## src/rtl/dct_pkg.sv

```systemverilog
package dct_pkg;

    localparam int ADDR_W = 8;
    localparam int DATA_W = 32;

    // Primary registers
    localparam logic [ADDR_W-1:0] A_PSEL     = 8'h00;
    localparam logic [ADDR_W-1:0] A_PDIV     = 8'h01;
    localparam logic [ADDR_W-1:0] A_PEN      = 8'h02;
    // Secondary register windows: base + k*stride + offset
    localparam logic [ADDR_W-1:0] A_SEC_BASE = 8'h10;
    localparam int                SEC_STRIDE = 4;
    localparam logic [ADDR_W-1:0] OFS_SEL    = 8'h00;
    localparam logic [ADDR_W-1:0] OFS_DIV    = 8'h01;
    localparam logic [ADDR_W-1:0] OFS_EN     = 8'h02;

    typedef enum logic [1:0] {
        ST_BYPASS = 2'd0,
        ST_HIGH   = 2'd1,
        ST_LOW    = 2'd2
    } div_state_e;

endpackage

```

## src/rtl/dct_div.sv

```systemverilog
module dct_div
    import dct_pkg::*;
#(
    parameter int DIV_W = 4
) (
    input  logic             clk,
    input  logic             rst_n,
    input  logic             src_i,
    input  logic [DIV_W-1:0] ratio_i,
    output logic             div_o
);
    localparam int CW = DIV_W + 1;

    div_state_e    st_q, st_d;
    logic [CW-1:0] cnt_q, cnt_d;
    logic [CW-1:0] n_full, hi_len, lo_len;
    logic          src_d, rise;

    assign n_full = {1'b0, ratio_i} + CW'(1);
    assign hi_len = (n_full + CW'(1)) >> 1;
    assign lo_len = n_full >> 1;
    assign rise   = src_i & ~src_d;

    // state register
    always_ff @(posedge clk or negedge rst_n) begin
        if (!rst_n) begin
            st_q  <= ST_BYPASS;
            cnt_q <= '0;
            src_d <= 1'b0;
        end else begin
            st_q  <= st_d;
            cnt_q <= cnt_d;
            src_d <= src_i;
        end
    end

    // transitions
    always_comb begin
        st_d  = st_q;
        cnt_d = cnt_q;
        if (ratio_i == '0) begin
            st_d  = ST_BYPASS;
            cnt_d = '0;
        end else if (rise) begin
            unique case (st_q)
                ST_BYPASS: begin
                    st_d  = ST_HIGH;
                    cnt_d = '0;
                end
                ST_HIGH: begin
                    if (cnt_q + CW'(1) >= hi_len) begin
                        st_d  = ST_LOW;
                        cnt_d = '0;
                    end else begin
                        cnt_d = cnt_q + CW'(1);
                    end
                end
                ST_LOW: begin
                    if (cnt_q + CW'(1) >= lo_len) begin
                        st_d  = ST_HIGH;
                        cnt_d = '0;
                    end else begin
                        cnt_d = cnt_q + CW'(1);
                    end
                end
                default: begin
                    st_d  = ST_BYPASS;
                    cnt_d = '0;
                end
            endcase
        end
    end

    // outputs
    always_comb begin
        unique case (st_q)
            ST_HIGH: div_o = 1'b1;
            ST_LOW:  div_o = 1'b0;
            default: div_o = src_d;
        endcase
    end

endmodule

```

## src/rtl/dct_leaf.sv

```systemverilog
module dct_leaf #(
    parameter  int SRCS   = 4,
    parameter  int DIV_W  = 4,
    localparam int SSEL_W = (SRCS > 1) ? $clog2(SRCS) : 1
) (
    input  logic              clk,
    input  logic              rst_n,
    input  logic [SRCS-1:0]   src_i,
    input  logic [SSEL_W-1:0] sel_i,
    input  logic [DIV_W-1:0]  ratio_i,
    input  logic              en_i,
    output logic              clk_o
);
    logic [(2**SSEL_W)-1:0] pool;
    logic                   picked, divided;

    always_comb begin
        pool           = '0;
        pool[SRCS-1:0] = src_i;
        picked         = pool[sel_i];
    end

    dct_div #(.DIV_W(DIV_W)) u_div (
        .clk     (clk),
        .rst_n   (rst_n),
        .src_i   (picked),
        .ratio_i (ratio_i),
        .div_o   (divided)
    );

    assign clk_o = divided & en_i;

endmodule

```

## src/rtl/dct_cfg.sv

```systemverilog
module dct_cfg
    import dct_pkg::*;
#(
    parameter int             NUM_SEC      = 2,
    parameter int             SSEL_W       = 2,
    parameter int             PSEL_W       = 3,
    parameter int             PSEL_LSB     = 4,
    parameter int             DIV_W        = 4,
    parameter logic [NUM_SEC-1:0] SEC_HAS_GATE = 2'b01
) (
    input  logic                      clk,
    input  logic                      rst_n,
    input  logic                      wr_en,
    input  logic [ADDR_W-1:0]         wr_addr,
    input  logic [DATA_W-1:0]         wr_data,
    output logic [PSEL_W-1:0]         psel_o,
    output logic [DIV_W-1:0]          pdiv_o,
    output logic                      pen_o,
    output logic [NUM_SEC*SSEL_W-1:0] ssel_o,
    output logic [NUM_SEC*DIV_W-1:0]  sdiv_o,
    output logic [NUM_SEC-1:0]        sen_o
);

    always_ff @(posedge clk or negedge rst_n) begin
        if (!rst_n) begin
            psel_o <= '0;
            pdiv_o <= '0;
            pen_o  <= 1'b0;
        end else if (wr_en) begin
            if (wr_addr == A_PSEL) psel_o <= wr_data[PSEL_LSB +: PSEL_W];
            if (wr_addr == A_PDIV) pdiv_o <= wr_data[DIV_W-1:0];
            if (wr_addr == A_PEN)  pen_o  <= wr_data[0];
        end
    end

    for (genvar k = 0; k < NUM_SEC; k++) begin : g_sec
        localparam logic [ADDR_W-1:0] K_BASE = A_SEC_BASE + ADDR_W'(k * SEC_STRIDE);

        always_ff @(posedge clk or negedge rst_n) begin
            if (!rst_n) begin
                ssel_o[k*SSEL_W +: SSEL_W] <= '0;
                sdiv_o[k*DIV_W +: DIV_W]   <= '0;
            end else if (wr_en) begin
                if (wr_addr == K_BASE + OFS_SEL) ssel_o[k*SSEL_W +: SSEL_W] <= wr_data[SSEL_W-1:0];
                if (wr_addr == K_BASE + OFS_DIV) sdiv_o[k*DIV_W +: DIV_W]   <= wr_data[DIV_W-1:0];
            end
        end

        if (SEC_HAS_GATE[k]) begin : g_gate
            always_ff @(posedge clk or negedge rst_n) begin
                if (!rst_n)                                 sen_o[k] <= 1'b0;
                else if (wr_en && wr_addr == K_BASE + OFS_EN) sen_o[k] <= wr_data[0];
            end
        end else begin : g_open
            assign sen_o[k] = 1'b1;
        end
    end

endmodule

```

## src/rtl/dbg_clk_tree.sv

```systemverilog
module dbg_clk_tree
    import dct_pkg::*;
#(
    parameter  int                       NUM_LOCAL    = 4,
    parameter  int                       NUM_SEC      = 2,
    parameter  int                       SEC_SRCS     = 4,
    parameter  int                       DIV_W        = 4,
    parameter  int                       PRE_W        = 4,
    parameter  int                       PSEL_LSB     = 4,
    parameter  logic [NUM_LOCAL*PRE_W-1:0] LOCAL_PRE  = 16'h4121,
    parameter  logic [NUM_SEC-1:0]       SEC_HAS_GATE = 2'b01,
    localparam int                       N_PRIM       = NUM_LOCAL + NUM_SEC,
    localparam int                       PSEL_W       = $clog2(N_PRIM),
    localparam int                       SSEL_W       = (SEC_SRCS > 1) ? $clog2(SEC_SRCS) : 1,
    localparam int                       BASE_W       = (PRE_W > DIV_W + 1) ? PRE_W : DIV_W + 1,
    localparam int                       TOT_W        = BASE_W + DIV_W + 1
) (
    input  logic                        clk,
    input  logic                        rst_n,
    input  logic                        cfg_wr_en,
    input  logic [ADDR_W-1:0]           cfg_addr,
    input  logic [DATA_W-1:0]           cfg_wdata,
    input  logic [NUM_LOCAL-1:0]        local_clk,
    input  logic [NUM_SEC*SEC_SRCS-1:0] sec_src,
    output logic                        dbg_clk,
    output logic [TOT_W-1:0]            div_total
);
    logic [PSEL_W-1:0]         psel_q;
    logic [DIV_W-1:0]          pdiv_q;
    logic                      pen_q;
    logic [NUM_SEC*SSEL_W-1:0] ssel_flat;
    logic [NUM_SEC*DIV_W-1:0]  sdiv_flat;
    logic [NUM_SEC-1:0]        sen_vec;
    logic [NUM_SEC-1:0]        leaf_clk;
    logic [(2**PSEL_W)-1:0]    cand;
    logic                      prim_src, prim_div;
    logic [BASE_W-1:0]         base_fac;
    logic [DIV_W:0]            prim_fac;

    dct_cfg #(
        .NUM_SEC      (NUM_SEC),
        .SSEL_W       (SSEL_W),
        .PSEL_W       (PSEL_W),
        .PSEL_LSB     (PSEL_LSB),
        .DIV_W        (DIV_W),
        .SEC_HAS_GATE (SEC_HAS_GATE)
    ) u_cfg (
        .clk     (clk),
        .rst_n   (rst_n),
        .wr_en   (cfg_wr_en),
        .wr_addr (cfg_addr),
        .wr_data (cfg_wdata),
        .psel_o  (psel_q),
        .pdiv_o  (pdiv_q),
        .pen_o   (pen_q),
        .ssel_o  (ssel_flat),
        .sdiv_o  (sdiv_flat),
        .sen_o   (sen_vec)
    );

    for (genvar k = 0; k < NUM_SEC; k++) begin : g_leaf
        dct_leaf #(.SRCS(SEC_SRCS), .DIV_W(DIV_W)) u_leaf (
            .clk     (clk),
            .rst_n   (rst_n),
            .src_i   (sec_src[k*SEC_SRCS +: SEC_SRCS]),
            .sel_i   (ssel_flat[k*SSEL_W +: SSEL_W]),
            .ratio_i (sdiv_flat[k*DIV_W +: DIV_W]),
            .en_i    (sen_vec[k]),
            .clk_o   (leaf_clk[k])
        );
    end

    // primary choice: local sources first, then secondaries, rest tied low
    always_comb begin
        cand             = '0;
        cand[N_PRIM-1:0] = {leaf_clk, local_clk};
        prim_src         = cand[psel_q];
    end

    dct_div #(.DIV_W(DIV_W)) u_pdiv (
        .clk     (clk),
        .rst_n   (rst_n),
        .src_i   (prim_src),
        .ratio_i (pdiv_q),
        .div_o   (prim_div)
    );

    always_ff @(posedge clk or negedge rst_n) begin
        if (!rst_n) dbg_clk <= 1'b0;
        else        dbg_clk <= pen_q & prim_div;
    end

    // total division readback
    always_comb begin
        base_fac = '0;
        for (int i = 0; i < NUM_LOCAL; i++)
            if (psel_q == PSEL_W'(i)) base_fac = BASE_W'(LOCAL_PRE[i*PRE_W +: PRE_W]);
        for (int k = 0; k < NUM_SEC; k++)
            if (psel_q == PSEL_W'(NUM_LOCAL + k))
                base_fac = BASE_W'({1'b0, sdiv_flat[k*DIV_W +: DIV_W]}) + BASE_W'(1);
        prim_fac  = {1'b0, pdiv_q} + (DIV_W+1)'(1);
        div_total = TOT_W'(base_fac) * TOT_W'(prim_fac);
    end

endmodule

```

## config.mk

```make
export PLATFORM = sky130hd
export DESIGN_NAME = dbg_clk_tree
export DESIGN_NICKNAME = d
export VERILOG_FILES = /design/src/rtl/dct_pkg.sv /design/src/rtl/dct_div.sv /design/src/rtl/dct_leaf.sv /design/src/rtl/dct_cfg.sv /design/src/rtl/dbg_clk_tree.sv
export SDC_FILE = /design/constraint.sdc
export NUM_CORES = 1
export LEC_CHECK = 0
export BUFFER_PORTS_ARGS = -buffer_cell sky130_fd_sc_hd__buf_2
export CAP_MARGIN = 25
export CORE_ASPECT_RATIO = 0.75
export CORE_MARGIN = 1
export CORE_UTILIZATION = 30
export CTS_BUF_LIST = sky130_fd_sc_hd__clkbuf_4
export CTS_CLUSTER_DIAMETER = 50
export CTS_CLUSTER_SIZE = 24
export DETAILED_ROUTE_END_ITERATION = 8
export GPL_TIMING_DRIVEN = 0
export SETUP_SLACK_MARGIN = 0.15
export SLEW_MARGIN = 20
export SYNTH_ARGS = -nofsm -noshare
export SYNTH_HDL_FRONTEND = slang
export SYNTH_SLANG_ARGS = --single-unit
```

## constraint.sdc

```tcl
create_clock -name clk -period 4.7 [get_ports clk]
set_input_delay 0.47 -clock clk [delete_from_list [all_inputs] [get_ports clk]]
set_output_delay 0.47 -clock clk [all_outputs]
set_load 0.005 [all_outputs]
```

==> results of run 1 <==
-- kinds of logic after synthesis --
group | Yosys count | synth area share [%]
DFF | 46 | 28.29
muxes | 30 | 9.010
AOI/OAI and AO/OA | 61 | 10.09
xor gates and xnor gates | 28 | 6.027
and+or+nand+nor | 139 | 18.02
adders and majority gates | 75 | 24.72
buffers and inverters | 41 | 3.844
-- cell type report --
type	instances	area (um^2)	area share (%)
Timing Repair Buffer	64	402.9	8.040
Multi-Input combinational cell	333	2992	59.70
Inverter	38	146.4	2.921
Tap cell	171	214.0	4.270
Clock inverter	1	30.03	0.5993
Buffer	3	17.52	0.3496
Clock buffer	7	52.55	1.049
Sequential cell	46	1156	23.07
-- registers in the layout, summed over array words and instances, names as in the netlist --
signal and cells:
g_leaf.u_leaf.u_div.src_d 2, u_pdiv.src_d 1, u_cfg.pdiv_o 4, u_pdiv.st_q 2
u_cfg.ssel_o 4, u_cfg.psel_o 3, g_leaf.u_leaf.u_div.cnt_q 10, dbg_clk 1
u_cfg.sen_o 1, u_cfg.sdiv_o 8, u_pdiv.cnt_q 5, g_leaf.u_leaf.u_div.st_q 4
u_cfg.pen_o 1
-- final timing paths --
path | from | end | slack [ps] | cells after the start
max | u_cfg.sdiv_o[4] | div_total[9] | -100 | 17
min in group asynchronous | rst_n | u_pdiv.cnt_q[1] | 530 | 2
min reg2reg | u_cfg.ssel_o[1] | u_cfg.ssel_o[1] | 520 | 1
max reg2reg | u_cfg.pdiv_o[0] | u_pdiv.st_q[1] | 1670 | 13
min | cfg_wdata[6] | u_cfg.psel_o[2] | 330 | 2
max in group asynchronous | rst_n | u_cfg.sdiv_o[4] | 3640 | 3
-- cells in the final DEF (no fill, tap or decap), types with 14 or more instances in the layout --
master,netlist,routed
buf_2,2,41
buf_4,0,20
dfrtp_1,46,42
ha_1,66,61
inv_1,38,34
mux2_1,14,14
nand2_1,33,31
nand3_1,21,21
nor2_1,26,23
xnor2_1,17,15
-- through the flow --
stage	hold slack, ps	instances	util (%)
finish	327.8	663	38.23
global route	309.0	663	38.23
CTS	314.3	659	37.03
detailed placement	418.2	632	34.35
global placement	489.5	631	34.20
floorplan	174.4	420	-
-- power by group through the flow --
stage	Sequential [mW]	Clock, mW	Combinational, mW
after floorplan	0.452	0	0.238
after global placement	0.458	0	0.313
after detailed placement	0.460	0	0.331
after CTS	0.453	0.269	0.357
after global routing	0.459	0.285	0.405
final	0.455	0.259	0.359
-- routing by layer --
metal	GRT usage (%)	vias to the layer above	wire (um)
met5	0	-	0
met4	2.564	0	88
met2	23.12	49	4216
met1	18.81	1550	4429
li1	-	1604	-
met3	2.852	9	373
-- what timing repair did --
item                                    in CTS  in global routing
setup buffers                               18                  4
hold buffers                                 1                  0
hold endpoints to repair                     8                  0
gates resized for setup                     27                 26
endpoints found under the setup margin       6                  5
pin swaps                                   17                 20
==> run_results.csv, run 1 <==
group,metric,value,unit
outcome,status,"complete, but fails checks",
outcome,violations,"negative setup slack",
worst_setup_path,critical_path_class,"reg -> out",
routing,drc_errors,0,
placed_design,pre_cts_ws,-423.3,ps
final_layout,nNetsFinal,621,
routing,firstDrtPassIters,4,
power_and_ir_drop,p_int,0.7209,mW
final_layout,syn2layout_area_growth,23.16,%
worst_setup_path,worstPathCellList,"ha_4, xor2_4, inv_2, o21ai_2, a22o_1, nand2_2, fa_1, fa_1, fa_1, inv_2, ha_4, buf_4, a21oi_4, o21ai_2, o41ai_2, xnor2_1, buf_2",
clock_tree,cts_root_buffer,"clkbuf_4",
final_layout,n_antenna_cell,0,
logic_synthesis,seq_area_frac_synth,28.29,%
power_and_ir_drop,pwr_density_cell,214.2,mW/mm^2
global_route,grt_max_degree,32,
power_and_ir_drop,power_frac_seq,42.4,%
clock_tree,cts_tree,"built",
power_and_ir_drop,vdd_drop_max,0.1070,mV
final_layout,postLayoutCellArea,0.005011,mm^2
floorplanning,initial_core_util,31.04,%
logic_synthesis,synth_cell_types,48,
worst_setup_path,cp_num_buf_inv,4,
logic_synthesis,synth_ff_type,"dfrtp_1",
logic_synthesis,syn_nets,550,
clock_tree,clkLatencyLatePin,370,ps
floorplanning,ios,66,
logic_synthesis,synthTopCellsByArea,"dfrtp_1 (28%), ha_1 (20%), fa_1 (4.4%)",
worst_setup_path,arrival,4330,ps
sta,hold_viol,0,
sta,post-route-period-util,102.2,%
logic_synthesis,syn_inst,420,
sta,finalMaxSlewViolations,0,
sta,tightest_slew,973.9,ps
clock_tree,cts_sinks,46,
sta,max_freq,0.2082,GHz
logic_synthesis,ys_ff_latch,46,
clock_tree,cts_htree_levels,2,
routing,post_drt_wl_per_cell,13.74,um
global_route,grt_pass1_vias,3322,
placed_design,globalplace.congestion,0.7648,
placed_design,placed_area,0.004503,mm^2
routing,num_vias,3212,
sta,final_critical_path_setup_slack,-102.8,ps
floorplanning,die_x,136.5,um
global_route,antenna_found_initial,0,
sta,setup_tns,-171.3,ps
logic_synthesis,yosysMostFrequentCell,"ha_1",
floorplanning,die_area,0.01404,mm^2
sta,skew,6.660,ps
routing,drtAntennaViolNets,0,
power_and_ir_drop,comb_power_share,33.5,%
sta,finalSetupViolCount,2,
run,maxCapViolCount,0,
global_route,grt.total_usage,13.90,%
power_and_ir_drop,p_sw_share,32.82,%
global_route,grt_pass1_wl,15.35,mm
logic_synthesis,synth_area_per_cell,9.688,um^2
routing,drt_wl_total,9.107,mm
worst_setup_path,end_kind,"output port",
final_layout,drive_above_1_share,27.44,%
routing,viasPerCell,4.845,
sta,rsz0062_at_grt,"yes",
power_and_ir_drop,p_total,1.073,mW
logic_synthesis,syn_area,0.004069,mm^2
sta,relSlewSlack,34.93,%
power_and_ir_drop,p_leak,2.426,nW
power_and_ir_drop,switchingPower,0.3523,mW
placed_design,place_hpwl,7.209,mm
worst_setup_path,path_delay_family,"adder cells",
floorplanning,die_h,102.9,um
sta,period_minus_slack,4803,ps
worst_setup_path,slowest_stage,"fa_1",
global_route,overflow,0,
floorplanning,core,0.01311,mm^2
final_layout,fillers,1308,
placed_design,io_buffer_count,40,
logic_synthesis,yosys_warnings,0,
worst_setup_path,start_kind,"register",
floorplanning,num_rows,36,
logic_synthesis,synth.largest_area_cell,"dfrtp_1",
clock_tree,cts_buffer_depth,2,
worst_setup_path,path_max_fanout,3,
logic_synthesis,synth_edf_count,0,
logic_synthesis,synth_top_area_share,28.29,%
clock_tree,numCtsBuffers,5,
worst_setup_path,cp_common_cell,"fa_1",
logic_synthesis,synth.top_cells.by_count,"ha_1 (66), dfrtp_1 (46), inv_1 (38), nand2_1 (33), nor2_1 (26)",
power_and_ir_drop,clock_power_share,24.2,%
logic_synthesis,async_flop_share,100.0,%
routing,drt_iter0_markers,98,
worst_setup_path,critPathRequiredTime,4230,ps
clock_tree,path_clk_slew,130,ps
worst_setup_path,max_stage_delay,560,ps
worst_hold_path,min_path_type,"in -> reg",
(Power assumes the default switching activity.)
==> inputs of run 2 (changes only) <==
--- a/config.mk
+++ b/config.mk
@@ -7,7 +7,6 @@
 export LEC_CHECK = 0
 export BUFFER_PORTS_ARGS = -buffer_cell sky130_fd_sc_hd__buf_2
 export CAP_MARGIN = 25
-export CORE_ASPECT_RATIO = 0.75
 export CORE_MARGIN = 1
 export CORE_UTILIZATION = 30
 export CTS_BUF_LIST = sky130_fd_sc_hd__clkbuf_4
==> constraint.sdc (replaced) <==
create_clock -name clk -period 4.42 [get_ports clk]
set_input_delay 0.442 -clock clk [delete_from_list [all_inputs] [get_ports clk]]
set_output_delay 0.442 -clock clk [all_outputs]
set_load 0.005 [all_outputs]
==> run_results.csv, run 2 (synthesis gave the netlist of run 1 again) <==
group,metric,value,unit
floorplanning,die_x,118.5,um
sta,relSlewSlack,45.51,%
final_layout,final_common_cell,"ha_1",
routing,viasPerCell,4.798,
routing,post_drt_wl_per_cell,13.61,um
final_layout,multi_input_area,0.003065,mm^2
floorplanning,die_area,0.01403,mm^2
clock_tree,numCtsBuffers,5,
routing,drtAntennaViolNets,0,
sta,finalMaxSlewViolations,0,
worst_setup_path,ff2ff_path_depth,32,
final_layout,syn2layout_area_growth,28.66,%
sta,skew,6.043,ps
placed_design,place_hpwl,6.883,mm
floorplanning,initial_core_util,30.73,%
worst_setup_path,rr_startpoint,"u_cfg.sdiv_o[4]",
worst_hold_path,min_path_type,"in -> async",
routing,drt_iter0_markers,88,
power_and_ir_drop,pwr_density_cell,208.2,mW/mm^2
clock_tree,path_clk_slew,140,ps
global_route,grt_pass1_vias,3265,
power_and_ir_drop,p_leak,2.516,nW
global_route,antenna_found_initial,0,
final_layout,postLayoutCellArea,0.005235,mm^2
placed_design,io_buffer_count,40,
global_route,grt_pass1_wl,15.08,mm
routing,num_vias,3296,
outcome,status,"complete, but fails checks",
routing,firstDrtPassIters,4,
final_layout,nNetsFinal,640,
worst_setup_path,arrival,4290,ps
worst_setup_path,end_kind,"output port",
routing,drc_errors,0,
sta,timing.hold.ws,58.93,ps
worst_setup_path,critical_path_class,"reg -> out",
worst_setup_path,path_max_fanout,4,
outcome,violations,"negative setup slack",
power_and_ir_drop,vdd_drop_max,0.1214,mV
clock_tree,clkLatencyLatePin,360,ps
final_layout,largestRegisters,"g_leaf.u_leaf.u_div.cnt_q: 10 flops, u_cfg.sdiv_o: 8 flops, u_pdiv.cnt_q: 5 flops",
sta,rsz0062_at_grt,"yes",
clock_tree,cts_htree_levels,2,
sta,finalSetupViolCount,9,
global_route,grt.total_usage,13.32,%
floorplanning,num_rows,42,
run,maxCapViolCount,0,
worst_setup_path,start_kind,"register",
sta,period_minus_slack,4728,ps
final_layout,largest_register_ffs,10,
sta,post-route-period-util,107.0,%
placed_design,globalplace.congestion,0.8375,
global_route,grt_max_degree,47,
final_layout,n_antenna_cell,0,
clock_tree,cts_root_buffer,"clkbuf_4",
worst_setup_path,worst-r2r-setup-slack,-150,ps
final_layout,final_cell_mix,"ha_1 (58), dfrtp_1 (42), buf_2 (40)",
final_layout,drive_above_1_share,31.90,%
power_and_ir_drop,p_total,1.090,mW
routing,drt_wl_total,9.349,mm
sta,max_freq,0.2115,GHz
sta,final_critical_path_setup_slack,-307.8,ps
floorplanning,core,0.01324,mm^2
sta,hold_viol,0,
clock_tree,cts_tree,"built",
floorplanning,die_h,118.5,um
sta,tightest_slew,815.5,ps
global_route,overflow,0,
worst_setup_path,critPathRequiredTime,3980,ps
placed_design,placed_area,0.004512,mm^2
worst_setup_path,r2r-end,"g_leaf[1].u_leaf.u_div.st_q[0]",
floorplanning,ios,66,
final_layout,regMostFlops,"g_leaf.u_leaf.u_div.cnt_q",
final_layout,seqCellArea,0.001156,mm^2
clock_tree,cts_buffer_depth,2,
final_layout,fillers,1304,
clock_tree,cts_sinks,46,
run 2: cell types whose count changed in the layout (fill, tap and decap cells not counted), moves of 2 or more:
cell	before	now
a211oi_1	8	6
a211oi_2	1	3
a21oi_1	5	3
a21oi_4	1	3
buf_4	20	31
buf_6	2	13
ha_1	61	58
ha_4	5	7
inv_1	34	32
inv_2	3	5
nor2_2	6	4
nor2_4	0	2
o21ai_0	10	8
xor2_2	1	3
run 2: final cells by class:
cell class                      count  area share, %
Buffer                              3         0.3824
Clock buffer                        5         0.7170
Clock inverter                      3         0.3107
Inverter                           38          2.772
Multi-Input combinational cell    333          58.56
Sequential cell                    46          22.08
Tap cell                          176          4.206
Timing Repair Buffer               83          10.97
run 2: critical path: stages, from the launching register on:
cell and delay [ps]:
dfrtp_2 470, ha_4 180, xor2_2 160, inv_2 60, o21ai_2 110, a22o_1 210, nand2_1 80, fa_1 510
fa_1 430, fa_1 500, inv_2 50, ha_4 210, buf_6 120, a21oi_4 160, o21ai_2 90, o41ai_2 300
xnor2_1 150, buf_2 130
run 2: power by group:
group	total [mW]	switching (mW)	internal, mW
clock network	0.202	0.143	0.0595
logic	0.406	0.210	0.197
registers	0.482	0.0309	0.451
run 2: worst max-delay path by stage:
stage | from | to | slack, ps | depth (start not counted)
finish | u_cfg.sdiv_o[4] | div_total[9] | -310 | 17
global route | u_cfg.sdiv_o[4] | div_total[9] | -460 | 17
CTS | u_cfg.sdiv_o[4] | div_total[8] | -420 | 18
detailed placement | u_cfg.sdiv_o[4] | div_total[8] | -390 | 18
global placement | u_cfg.sdiv_o[4] | div_total[8] | -310 | 18
floorplan | u_cfg.sdiv_o[4] | div_total[8] | 110 | 17
run 2: per-stage QoR:
stage          std cells  setup WS [ps]  util, %  setup TNS, ps
2_1_floorplan        420          112.3        -              0
3_3_place_gp         636         -305.8    34.07         -782.7
3_5_place_dp         636         -385.4    34.07          -1086
4_1_cts              675         -421.5    37.09          -1882
5_1_grt              687         -461.1    39.53          -2610
6_report             687         -307.8    39.53          -1199
run 2: repair_timing:
action | in CTS | in global routing
gates resized for setup | 25 | 52
cloned | 0 | 0
hold buffers | 0 | 0
pin swaps | 20 | 29
setup buffers | 31 | 12
setup endpoints to repair | 7 | 13
run 2: routing by layer:
layer  GRT usage (%)  wire length (um)
met3           1.689               301
met2           22.72              4476
met4           5.459               238
met1           16.98              4333
met5               0                 0
==> inputs of run 3 (changes only) <==
--- a/config.mk
+++ b/config.mk
@@ -14,6 +14,7 @@
 export CTS_CLUSTER_SIZE = 24
 export DETAILED_ROUTE_END_ITERATION = 8
 export GPL_TIMING_DRIVEN = 0
+export REMOVE_ABC_BUFFERS = 1
 export SETUP_SLACK_MARGIN = 0.15
 export SLEW_MARGIN = 20
 export SYNTH_ARGS = -nofsm -noshare
==> run_results.csv, run 3 (synthesis gave the netlist of run 1 again) <==
group,metric,value,unit
worst_setup_path,arrival,4320,ps
floorplanning,initial_core_util,30.73,%
placed_design,pre_cts_ws,-565.6,ps
final_layout,largestRegisters,"g_leaf.u_leaf.u_div.cnt_q: 10 flops, u_cfg.sdiv_o: 8 flops, u_pdiv.cnt_q: 5 flops",
sta,final_critical_path_setup_slack,-343.0,ps
routing,viasPerCell,4.806,
worst_setup_path,start_kind,"register",
sta,relSlewSlack,43.17,%
final_layout,seqCellArea,0.001160,mm^2
routing,drt_wl_total,9.796,mm
routing,drc_errors,0,
sta,period_minus_slack,4763,ps
final_layout,fin_util,39.08,%
clock_tree,cts_root_buffer,"clkbuf_4",
final_layout,syn2layout_area_growth,27.18,%
floorplanning,ios,66,
placed_design,dp.cells,633,
floorplanning,core,0.01324,mm^2
routing,drt_iter0_markers,90,
floorplanning,num_rows,42,
global_route,grt_pass1_vias,3418,
floorplanning,die_area,0.01403,mm^2
clock_tree,clkLatencyLatePin,380,ps
final_layout,n_antenna_cell,0,
sta,max_freq,0.2100,GHz
routing,firstDrtPassIters,4,
final_layout,largest_register_ffs,10,
final_layout,final_cell_mix,"ha_1 (59), buf_4 (45), dfrtp_1 (39), buf_2 (39), inv_1 (34)",
sta,hold_viol,0,
power_and_ir_drop,p_leak,2.504,nW
sta,finalMaxSlewViolations,0,
global_route,grt_max_degree,47,
power_and_ir_drop,vdd_drop_max,0.1121,mV
sta,post-route-period-util,107.8,%
power_and_ir_drop,pwr_density_cell,210.5,mW/mm^2
run,maxCapViolCount,0,
clock_tree,numCtsBuffers,5,
worst_setup_path,critPathRequiredTime,3980,ps
clock_tree,cts_buffer_depth,2,
outcome,violations,"negative setup slack",
worst_setup_path,critical_path_class,"reg -> out",
worst_setup_path,end_kind,"output port",
placed_design,globalplace.congestion,0.7905,
floorplanning,die_h,118.5,um
final_layout,final_common_cell,"ha_1",
global_route,overflow,0,
sta,finalSetupViolCount,11,
final_layout,fin_cells,689,
final_layout,regMostFlops,"g_leaf.u_leaf.u_div.cnt_q",
clock_tree,cts_htree_levels,2,
global_route,grt.total_usage,14.12,%
clock_tree,path_clk_slew,150,ps
power_and_ir_drop,p_total,1.089,mW
placed_design,place_hpwl,6.975,mm
global_route,grt_pass1_wl,16.05,mm
placed_design,io_buffer_count,40,
sta,rsz0062_at_grt,"yes",
final_layout,drive_above_1_share,31.97,%
global_route,antenna_found_initial,0,
final_layout,fillers,1325,
sta,tightest_slew,850.6,ps
clock_tree,cts_sinks,46,
sta,skew,9.772,ps
floorplanning,die_x,118.5,um
routing,drtAntennaViolNets,0,
clock_tree,cts_tree,"built",
outcome,status,"complete, but fails checks",
worst_hold_path,min_path_type,"in -> async",
final_layout,multi_input_area,0.003020,mm^2
worst_setup_path,path_max_fanout,3,
final_layout,postLayoutCellArea,0.005175,mm^2
routing,post_drt_wl_per_cell,14.22,um
routing,num_vias,3311,
final_layout,nNetsFinal,642,
placed_design,placed_area,0.004476,mm^2
## run 3: metal layers
metal | vias to the layer above | track usage (%) | routed length [um]
met1 | 1603 | 18.06 | 4459
met2 | 56 | 24.85 | 4887
met5 | - | 0 | 0
li1 | 1638 | - | -
met4 | 0 | 3.797 | 184
met3 | 14 | 1.931 | 264
## run 3: per-stage QoR
step                setup TNS, ps  hold WS (ps)
finish                      -2665         34.42
global route                -4602         65.79
CTS                        -999.7         267.4
detailed placement          -1763         493.4
global placement            -1532         490.1
floorplan                  -104.9         146.4
## run 3: layout make-up
| cell class | count | share of cell area, % |
|---|---|---|
| clock inverters | 3 | 0.3143 |
| clock buffers | 5 | 0.7253 |
| flip-flops and latches | 46 | 22.41 |
| multi-input cells | 333 | 58.37 |
| inverters | 38 | 2.756 |
| well taps | 176 | 4.255 |
| repair buffers | 88 | 11.17 |
## run 3: critical path, stage by stage, from the launching register on
cell and delay (ps):
dfrtp_2 470, ha_4 180, xor2_2 160, inv_2 80
o21ai_2 110, a22o_1 210, nand2_1 80, fa_1 500
fa_1 430, fa_1 510, inv_2 50, ha_4 210
buf_6 120, a21oi_4 160, o21ai_2 90, o41ai_2 330
xnor2_1 150, buf_2 130
## run 3: worst paths after layout
check / from / end / slack (ps) / depth (start not counted)
hold reg to reg: u_pdiv.cnt_q[4] / u_pdiv.cnt_q[4] / 520 / 1
hold / removal: rst_n / g_leaf[0].u_leaf.u_div.cnt_q[2] / 30 / 1
setup reg to reg: u_cfg.sdiv_o[4] / g_leaf[1].u_leaf.u_div.st_q[0] / -330 / 32
min in group clk: cfg_wdata[3] / u_cfg.sdiv_o[3] / 300 / 2
setup / recovery: u_cfg.sdiv_o[4] / div_total[9] / -340 / 17
max in group asynchronous: rst_n / u_cfg.pdiv_o[0] / 3920 / 1
## run 3: repair_timing
item,in CTS,in global routing
setup buffers,37,11
cloned,0,0
pin swaps,21,20
hold buffers,0,0
setup endpoints to repair,7,12
resized for setup,33,28
## run 3: power by group
part / leakage, nW / total, mW / internal (mW) / switching [mW]
Clock: 0.0286 / 0.204 / 0.0594 / 0.144
Sequential: 0.607 / 0.484 / 0.451 / 0.0333
Combinational: 1.87 / 0.401 / 0.195 / 0.206
